### src/rtl/lrup_pkg.sv
package lrup_pkg;
   // index width that never collapses to zero bits
   function automatic int idx_w(input int n);
      return (n > 1) ? $clog2(n) : 1;
   endfunction
endpackage

### src/rtl/lrup_match.sv
module lrup_match #(
   parameter int WAYS  = 4,
   parameter int TAG_W = 8,
   localparam int WAY_W = lrup_pkg::idx_w(WAYS)
) (
   input  logic [WAYS-1:0][TAG_W-1:0] tags,
   input  logic [WAYS-1:0]            vld,
   input  logic [TAG_W-1:0]           tag,
   output logic                       hit,
   output logic [WAY_W-1:0]           hit_pos
);
   always_comb begin
      hit     = 1'b0;
      hit_pos = '0;
      for (int i = WAYS-1; i >= 0; i--) begin
         if (vld[i] && (tags[i] == tag)) begin
            hit     = 1'b1;
            hit_pos = WAY_W'(i);
         end
      end
   end
endmodule

### src/rtl/lrup_reorder.sv
module lrup_reorder #(
   parameter int WAYS  = 4,
   parameter int TAG_W = 8,
   localparam int WAY_W = lrup_pkg::idx_w(WAYS)
) (
   input  logic [WAYS-1:0][TAG_W-1:0] tags,
   input  logic [WAYS-1:0]            vld,
   input  logic [TAG_W-1:0]           tag,
   input  logic                       hit,
   input  logic [WAY_W-1:0]           hit_pos,
   output logic [WAYS-1:0][TAG_W-1:0] nxt_tags,
   output logic [WAYS-1:0]            nxt_vld
);
   always_comb begin
      nxt_tags[0] = tag;
      nxt_vld[0]  = 1'b1;
      for (int j = 1; j < WAYS; j++) begin
         if (!hit || (WAY_W'(j) <= hit_pos)) begin
            nxt_tags[j] = tags[j-1];
            nxt_vld[j]  = vld[j-1];
         end else begin
            nxt_tags[j] = tags[j];
            nxt_vld[j]  = vld[j];
         end
      end
   end
endmodule

### src/rtl/lrup_sat_cnt.sv
module lrup_sat_cnt #(
   parameter int W = 16
) (
   input  logic         clk,
   input  logic         rst_n,
   input  logic         clr,
   input  logic         inc,
   output logic [W-1:0] cnt
);
   localparam logic [W-1:0] TOP = {W{1'b1}};

   always_ff @(posedge clk or negedge rst_n) begin
      if (!rst_n)                  cnt <= '0;
      else if (clr)                cnt <= '0;
      else if (inc && cnt != TOP)  cnt <= cnt + 1'b1;
   end
endmodule

### src/rtl/lru_depth_profiler.sv
module lru_depth_profiler #(
   parameter int WAYS   = 4,
   parameter int SETS   = 16,
   parameter int ADDR_W = 20,
   parameter int CNT_W  = 16,
   localparam int IDX_B = $clog2(SETS),
   localparam int SET_W = lrup_pkg::idx_w(SETS),
   localparam int WAY_W = lrup_pkg::idx_w(WAYS),
   localparam int TAG_W = ADDR_W - IDX_B,
   localparam int K_W   = $clog2(WAYS+1),
   localparam int SUM_W = CNT_W + $clog2(WAYS)
) (
   input  logic                  clk,
   input  logic                  rst_n,
   input  logic                  clr,
   input  logic                  acc_vld,
   input  logic [ADDR_W-1:0]     acc_addr,
   input  logic [K_W-1:0]        qry_k,
   output logic [WAYS*CNT_W-1:0] depth_cnt,
   output logic [CNT_W-1:0]      miss_cnt,
   output logic [SUM_W-1:0]      qry_sum
);
   // elaboration-time parameter checks
   if (WAYS < 2) begin : g_bad_ways
      $error("WAYS must be 2 or more");
   end
   if ((1 << IDX_B) != SETS) begin : g_bad_sets
      $error("SETS must be a power of two");
   end
   if (TAG_W < 1) begin : g_bad_addr
      $error("ADDR_W must exceed the set index width");
   end

   logic [SETS-1:0][WAYS-1:0][TAG_W-1:0] dir_tag;
   logic [SETS-1:0][WAYS-1:0]            dir_vld;
   logic [SET_W-1:0]                     set_idx;
   logic [TAG_W-1:0]                     acc_tag;

   if (IDX_B == 0) begin : g_one_set
      assign set_idx = '0;
   end else begin : g_many_sets
      assign set_idx = acc_addr[IDX_B-1:0];
   end
   assign acc_tag = acc_addr[ADDR_W-1:IDX_B];

   logic                         hit;
   logic [WAY_W-1:0]             hit_pos;
   logic [WAYS-1:0][TAG_W-1:0]   nxt_tags;
   logic [WAYS-1:0]              nxt_vld;

   lrup_match #(.WAYS(WAYS), .TAG_W(TAG_W)) u_match (
      .tags    (dir_tag[set_idx]),
      .vld     (dir_vld[set_idx]),
      .tag     (acc_tag),
      .hit     (hit),
      .hit_pos (hit_pos)
   );

   lrup_reorder #(.WAYS(WAYS), .TAG_W(TAG_W)) u_reorder (
      .tags     (dir_tag[set_idx]),
      .vld      (dir_vld[set_idx]),
      .tag      (acc_tag),
      .hit      (hit),
      .hit_pos  (hit_pos),
      .nxt_tags (nxt_tags),
      .nxt_vld  (nxt_vld)
   );

   always_ff @(posedge clk or negedge rst_n) begin
      if (!rst_n) begin
         dir_tag <= '0;
         dir_vld <= '0;
      end else if (clr) begin
         dir_tag <= '0;
         dir_vld <= '0;
      end else if (acc_vld) begin
         dir_tag[set_idx] <= nxt_tags;
         dir_vld[set_idx] <= nxt_vld;
      end
   end

   // one saturating counter per directory depth
   for (genvar d = 0; d < WAYS; d++) begin : g_depth
      logic inc_d;
      assign inc_d = acc_vld && hit && (hit_pos == WAY_W'(d));
      lrup_sat_cnt #(.W(CNT_W)) u_cnt (
         .clk   (clk),
         .rst_n (rst_n),
         .clr   (clr),
         .inc   (inc_d),
         .cnt   (depth_cnt[d*CNT_W +: CNT_W])
      );
   end

   lrup_sat_cnt #(.W(CNT_W)) u_miss (
      .clk   (clk),
      .rst_n (rst_n),
      .clr   (clr),
      .inc   (acc_vld && !hit),
      .cnt   (miss_cnt)
   );

   // hits of a qry_k-way cache: prefix sum of the depth histogram
   always_comb begin
      qry_sum = '0;
      for (int i = 0; i < WAYS; i++) begin
         if (K_W'(i) < qry_k)
            qry_sum = qry_sum + SUM_W'(depth_cnt[i*CNT_W +: CNT_W]);
      end
   end
endmodule

### config.mk
export PLATFORM = sky130hd
export DESIGN_NAME = lru_depth_profiler
export DESIGN_NICKNAME = d
export VERILOG_FILES = /design/src/rtl/lrup_pkg.sv /design/src/rtl/lrup_match.sv /design/src/rtl/lrup_reorder.sv /design/src/rtl/lrup_sat_cnt.sv /design/src/rtl/lru_depth_profiler.sv
export SDC_FILE = /design/constraint.sdc
export NUM_CORES = 2
export LEC_CHECK = 0
export ABC_CLOCK_PERIOD_IN_PS = 18970
export BUFFER_PORTS_ARGS = -buffer_cell sky130_fd_sc_hd__buf_2
export CORE_ASPECT_RATIO = 1.2
export CORE_MARGIN = 10
export CORE_UTILIZATION = 60
export DETAILED_ROUTE_END_ITERATION = 10
export GPL_TIMING_DRIVEN = 0
export HOLD_SLACK_MARGIN = 0.15
export PLACE_DENSITY = 0.77
export SLEW_MARGIN = 20
export SYNTH_ARGS = -nofsm -noshare
export SYNTH_HDL_FRONTEND = slang
export SYNTH_SLANG_ARGS = --single-unit
### constraint.sdc
create_clock -name clk -period 18.97 [get_ports clk]
set_input_delay 2.8455 -clock clk [delete_from_list [all_inputs] [get_ports clk]]
set_output_delay 2.8455 -clock clk [all_outputs]
set_load 0.01 [all_outputs]
**Yosys cells after proc, flatten, opt, wreduce, memory -nomap -nowiden**

Cells that the tools add are included.

- $add $sub $neg: 8
- Magnitude comparators: 9
- Eq/ne operators: 12
- Muxes and demuxes: 42
- Reductions and logical operators: 27

Operators with widths:

| kind | count |
|---|---|
| $mux 1024 | 2 |
| $bwmux 1024 | 1 |
| $bmux 64 s4 | 1 |
| $demux 64 s4 | 1 |
| $mux 64 | 4 |
| $mux 16 | 14 |
| $add 16x1->16 const B | 5 |
| $ne 16x16->1 const B | 5 |
| $bwmux 64 | 1 |
| $eq 16x16->1 | 4 |
| $add 18x16->18 | 3 |
| $mux 18 | 3 |
| $bmux 4 s4 | 1 |
| $demux 4 s4 | 1 |
| $logic_and 1x1->1 | 16 |
| $reduce_bool 2->1 | 6 |
| $mux 2 | 4 |
| $mux 4 | 2 |
| $mux 1 | 7 |
| $lt 1x3->1 const A | 2 |
| $lt 2x3->1 const A | 2 |
| $lt 4x5->1 const B | 1 |
| $eq 2x2->1 const B | 2 |
| $ge 4x1->1 const B | 1 |
| other kinds (6) | 9 |

- Register bits: 1,168
- Input bits: 27

**Depth between registers and ports, before layout**

- Depth after elaboration: 14
- Depth in mapped cells: 32

**Hierarchy**

Synthesis repeated with hierarchy kept, for this count alone.

- Cell total of the unflattened synthesis: 4,437
- Area, all modules: 56,750.7 um2

By module, submodules not included:

| module | instances | cells an instance | area each (um2) | seq. area each (um2) |
|---|---|---|---|---|
| lru_depth_profiler | 1 | 3,776 | 50,479.7 | 27,226.1 |
| lrup_sat_cnt | 5 | 98 | 942.2 | 400.4 |
| lrup_match | 1 | 95 | 787.0 | 0.0 |
| lrup_reorder | 1 | 76 | 773.2 | 0.0 |

**Worst setup path after synthesis**

OpenSTA, ideal clock, no wires.

- Path kind: input -> output
- Start point: input qry_k[2]
- End point: output qry_sum[17]
- Arrival time: 8.965 ns
- Slack: 7.159 ns
- Stages on the path: 28
- Buffers on the path: 2
- Cell sequence: clkbuf_1 or3_1 clkbuf_1 and2_1 ha_1 fa_1 a2111oi_0 o32ai_1 a21oi_1 o21ai_0 xnor2_1 nand2_1 o21ai_0 ha_1 or2_2 o31ai_1 xnor2_1 mux2_2 ha_1 and3_1 o31a_1 a311oi_1 o21ai_0 o21a_1 o21a_1 nor2_1 mux2i_1 o211ai_1

- Word-level cells in the longest chain between the ends: 8
- Elaborated cells on any way between the ends: 11
- Those cells by class: add/sub (3); order compare (4); mux (4)

Ends and longest elaborated chain:

| what | RTL line | source |
|---|---|---|
| start: declaration | lru_depth_profiler.sv:18 | `input logic [K_W-1:0] qry_k,` |
| $lt 1x3->1 | lru_depth_profiler.sv:107 | `if (K_W'(i) < qry_k)` |
| $mux 16 | lru_depth_profiler.sv:107 |  |
| $add 18x16->18 | lru_depth_profiler.sv:108 | `qry_sum = qry_sum + SUM_W'(depth_cnt[i*CNT_W +: CNT_W]);` |
| $mux 18 | lru_depth_profiler.sv:107 |  |
| $add 18x16->18 | lru_depth_profiler.sv:108 |  |
| $mux 18 | lru_depth_profiler.sv:107 |  |
| $add 18x16->18 | lru_depth_profiler.sv:108 |  |
| $mux 18 * | lru_depth_profiler.sv:107 |  |
| end: declaration | lru_depth_profiler.sv:21 | `output logic [SUM_W-1:0] qry_sum` |

Mark *: on every way between the ends. The rest lies on a longest branch, timed or not.

**Worst setup path after layout**

- Start point: input qry_k[2]
- End point: output qry_sum[16]

Same word-level chain as after synthesis.

==> flow_summary.json <==
{
  "outcome": "finished, violations left",
  "violations": "capacitance limit, slew limit",
  "cts.path.max_buffers": 3,
  "syn_area_per_cell_sq_um": 9.73,
  "p_int_uw": 4130,
  "drt-total-wl_mm": 328,
  "grt_pass1_vias": 59300,
  "min_to": "dir_vld[20]$_DFFE_PN0P_",
  "synth_top_area_cell": "dfrtp_1",
  "dp_slack_ns": 5.57,
  "grt_max_degree": 140,
  "ys_top_cells_by_count": "1168 x dfrtp_1, 989 x nor2_1, 910 x nand2_1",
  "drc": 0,
  "cts_resized": 0,
  "io_pins": 125,
  "utilization": 0.671,
  "synth_compound_area_frac": 0.156,
  "power_density_nw_per_um2": 83.9,
  "power.share.switching": 0.290,
  "worst_slew_pin_slew_ns": 1.53,
  "reg2reg_setup_slack_ns": 12.96,
  "synth_warnings": 0,
  "stdcell_area_sq_um": 69200,
  "die_area_sq_um": 117000,
  "total_power_uw": 5810,
  "setup_violations": 0,
  "die_y_microns": 373,
  "p_leak_uw": 0.0297,
  "reg2reg_to": "dir_tag[362]$_DFFE_PN0P_",
  "ys_seq_elements": 1168,
  "max_freq_ghz": 0.0745,
  "synth_xor_xnor_area_share": 0.0197,
  "finalSetupTns_ns": 0,
  "path_class": "input pin to output pin",
  "synth_nets": 6486,
  "peakVddDrop_v": 0.000102,
  "drt_first_pass_iters": 8,
  "fin_nets": 6731,
  "cts_hold_buffers": 0,
  "crit_arrival_ns": 10.57,
  "tritoncts": "done",
  "rows": 129,
  "end_kind": "output pin",
  "cts_buffers": 117,
  "dieWidth_microns": 314,
  "crit_fanout": 10,
  "viasPerCell": 7.56,
  "cts_sinks": 1168,
  "clkPwrFrac": 0.438,
  "htreeDepth": 3,
  "rsz0062_at_grt": "false",
  "relSlewSlack": -0.0212,
  "fin_skew_ns": 0.0528,
  "p_comb_frac": 0.122,
  "ys_types": 100,
  "track_usage": 0.550,
  "wl_per_cell_microns": 40.2,
  "p_sw_uw": 1680,
  "placed_cell_area_sq_um": 65000,
  "required_ns": 16.12,
  "synth-simple-area-share": 0.161,
  "hold_depth": 2,
  "r2r-start": "dir_tag[980]$_DFFE_PN0P_",
  "clock-root-buffer": "clkbuf_16",
  "synth_edf_count": 0,
  "clkLatencyLatePin_ns": 0.83,
  "ant_nets": 0,
  "initial_utilization": 0.604,
  "max_cap_violations": 1,
  "finalHoldViolCount": 0,
  "drt_iter0_drc": 12100,
  "netlist_area_sq_um": 62300,
  "post_synth_mux_area_share": 0.130,
  "netlist_top_cells_area": "dfrtp_1 47%, mux4_2 8.1%, nor2_1 6.0%",
  "grt_first_pass_wirelength_mm": 451,
  "fin_ws_ns": 5.55,
  "slowest_stage": "a2111oi_0",
  "cts_setup_buffers": 0,
  "antenna_found_initial": 36,
  "yosysSeqAreaShare": 0.469,
  "grt_overflow": 0,
  "netlist_instances": 6405,
  "route.vias.total": 61600,
  "ys.flop_type": "dfrtp_1",
  "core_sq_um": 103000,
  "hold_start": "dir_vld[20]$_DFFE_PN0P_",
  "synthAdderAreaFrac": 0.0115,
  "fin_crit_ns": 13.42,
  "power_frac_seq": 0.439,
  "syn_to_final_growth_pct": 11.1,
  "period_share": 0.707,
  "critPathLaunchType": "input pin",
  "clk_pin_slew_ns": 0.06,
  "rr_worst_depth": 13,
  "synth.most_common_cell": "dfrtp_1",
  "numPortBuffers": 112,
  "critical_path.max_stage_delay_ns": 0.70,
  "slew_violations": 11,
  "synth_top_area_frac": 0.469,
  "gp_congestion": 1.12,
  "hp-class": "flip-flop to flip-flop",
  "async_flop_share": 1.00,
  "layout-drive-gt1-share": 0.140,
  "dp_hpwl_mm": 231,
  "synth_top_family_by_area": "simple AND/OR/NAND/NOR gates"
}
[final cells by class]
class                   instances  area (sq um)
inverters                      48           180
multi-input cells            4575         29800
diodes                         34          85.1
fillers                      7868         33900
plain buffers                 614          3190
clock buffers                 168          3400
clock inverters                48           692
well taps                    1375          1720
flip-flops and latches       1168         29200
repair buffers                126           896
[critical path, delay by kind of cell]
| family | cells | cell delay [ns] |
|---|---|---|
| fa+ha+maj | 4 | 1.42 |
| buf+inv | 3 | 0.60 |
| xor+xnor | 3 | 0.47 |
| compound gates | 10 | 3.48 |
| simple gates | 9 | 1.77 |
[logic make-up (layout without fill, tap and decap cells)]
| group | count (synthesis) | after routing |
|---|---|---|
| buf+inv | 662 | 1004 |
| other cells | 0 | 34 |
| flops | 1168 | 1168 |
| compound gates | 1501 | 1501 |
| mux | 493 | 493 |
| fa+ha+maj | 56 | 56 |
| xor+xnor | 139 | 139 |
| simple gates | 2386 | 2386 |
[cells in the final DEF (no fill, tap or decap), types with 51 or more instances in the layout]
cell	count
a211oi_1	333
a211oi_2	62
a21oi_1	543
buf_2	167
clkbuf_1	387
clkbuf_16	118
dfrtp_1	1168
ha_1	51
mux2_2	62
mux2i_1	169
mux4_2	225
nand2_1	910
nand3_1	90
nor2_1	988
nor3_1	122
o21ai_0	275
xnor2_1	87
xor2_1	51
[power by group through the flow]
stage / clock network [uW] / logic (uW) / registers, uW
2_1_floorplan: 0 / 314 / 2590
3_3_place_gp: 0 / 629 / 2600
3_5_place_dp: 0 / 645 / 2600
4_1_cts: 2490 / 648 / 2550
5_1_grt: 2600 / 698 / 2550
6_report: 2550 / 710 / 2550
[sequential cells by signal (all words and copies together), names as in the netlist]
register / flops
dir_vld: 64
u_miss.cnt: 16
dir_tag: 1024
g_depth.u_cnt.cnt: 64
[how the worst max path moves through the flow]
stage / start / cells past startpoint / slack, ns / end
after floorplan: qry_k[2] / 28 / 7.16 / qry_sum[17]
after global placement: rst_n / 1 / -10.06 / dir_tag[231]$_DFFE_PN0P_
after detailed placement: qry_k[2] / 29 / 5.57 / qry_sum[16]
after CTS: qry_k[2] / 29 / 5.53 / qry_sum[16]
after global routing: qry_k[2] / 29 / 4.92 / qry_sum[16]
final: qry_k[2] / 29 / 5.55 / qry_sum[16]
[routing by layer]
layer | track usage | wire (microns)
met5 | 0.0182 | 574
met4 | 0.517 | 41300
met3 | 0.285 | 54900
met2 | 0.754 | 131000
met1 | 0.605 | 100000
[through the flow]
step,std cells,hold WS [ns]
after floorplan,6405,0.461
after global placement,7892,0.474
after detailed placement,7905,0.487
after CTS,8121,0.500
after global routing,8127,0.534
final,8156,0.511
No activity file was read; power rests on OpenSTA's default activity.
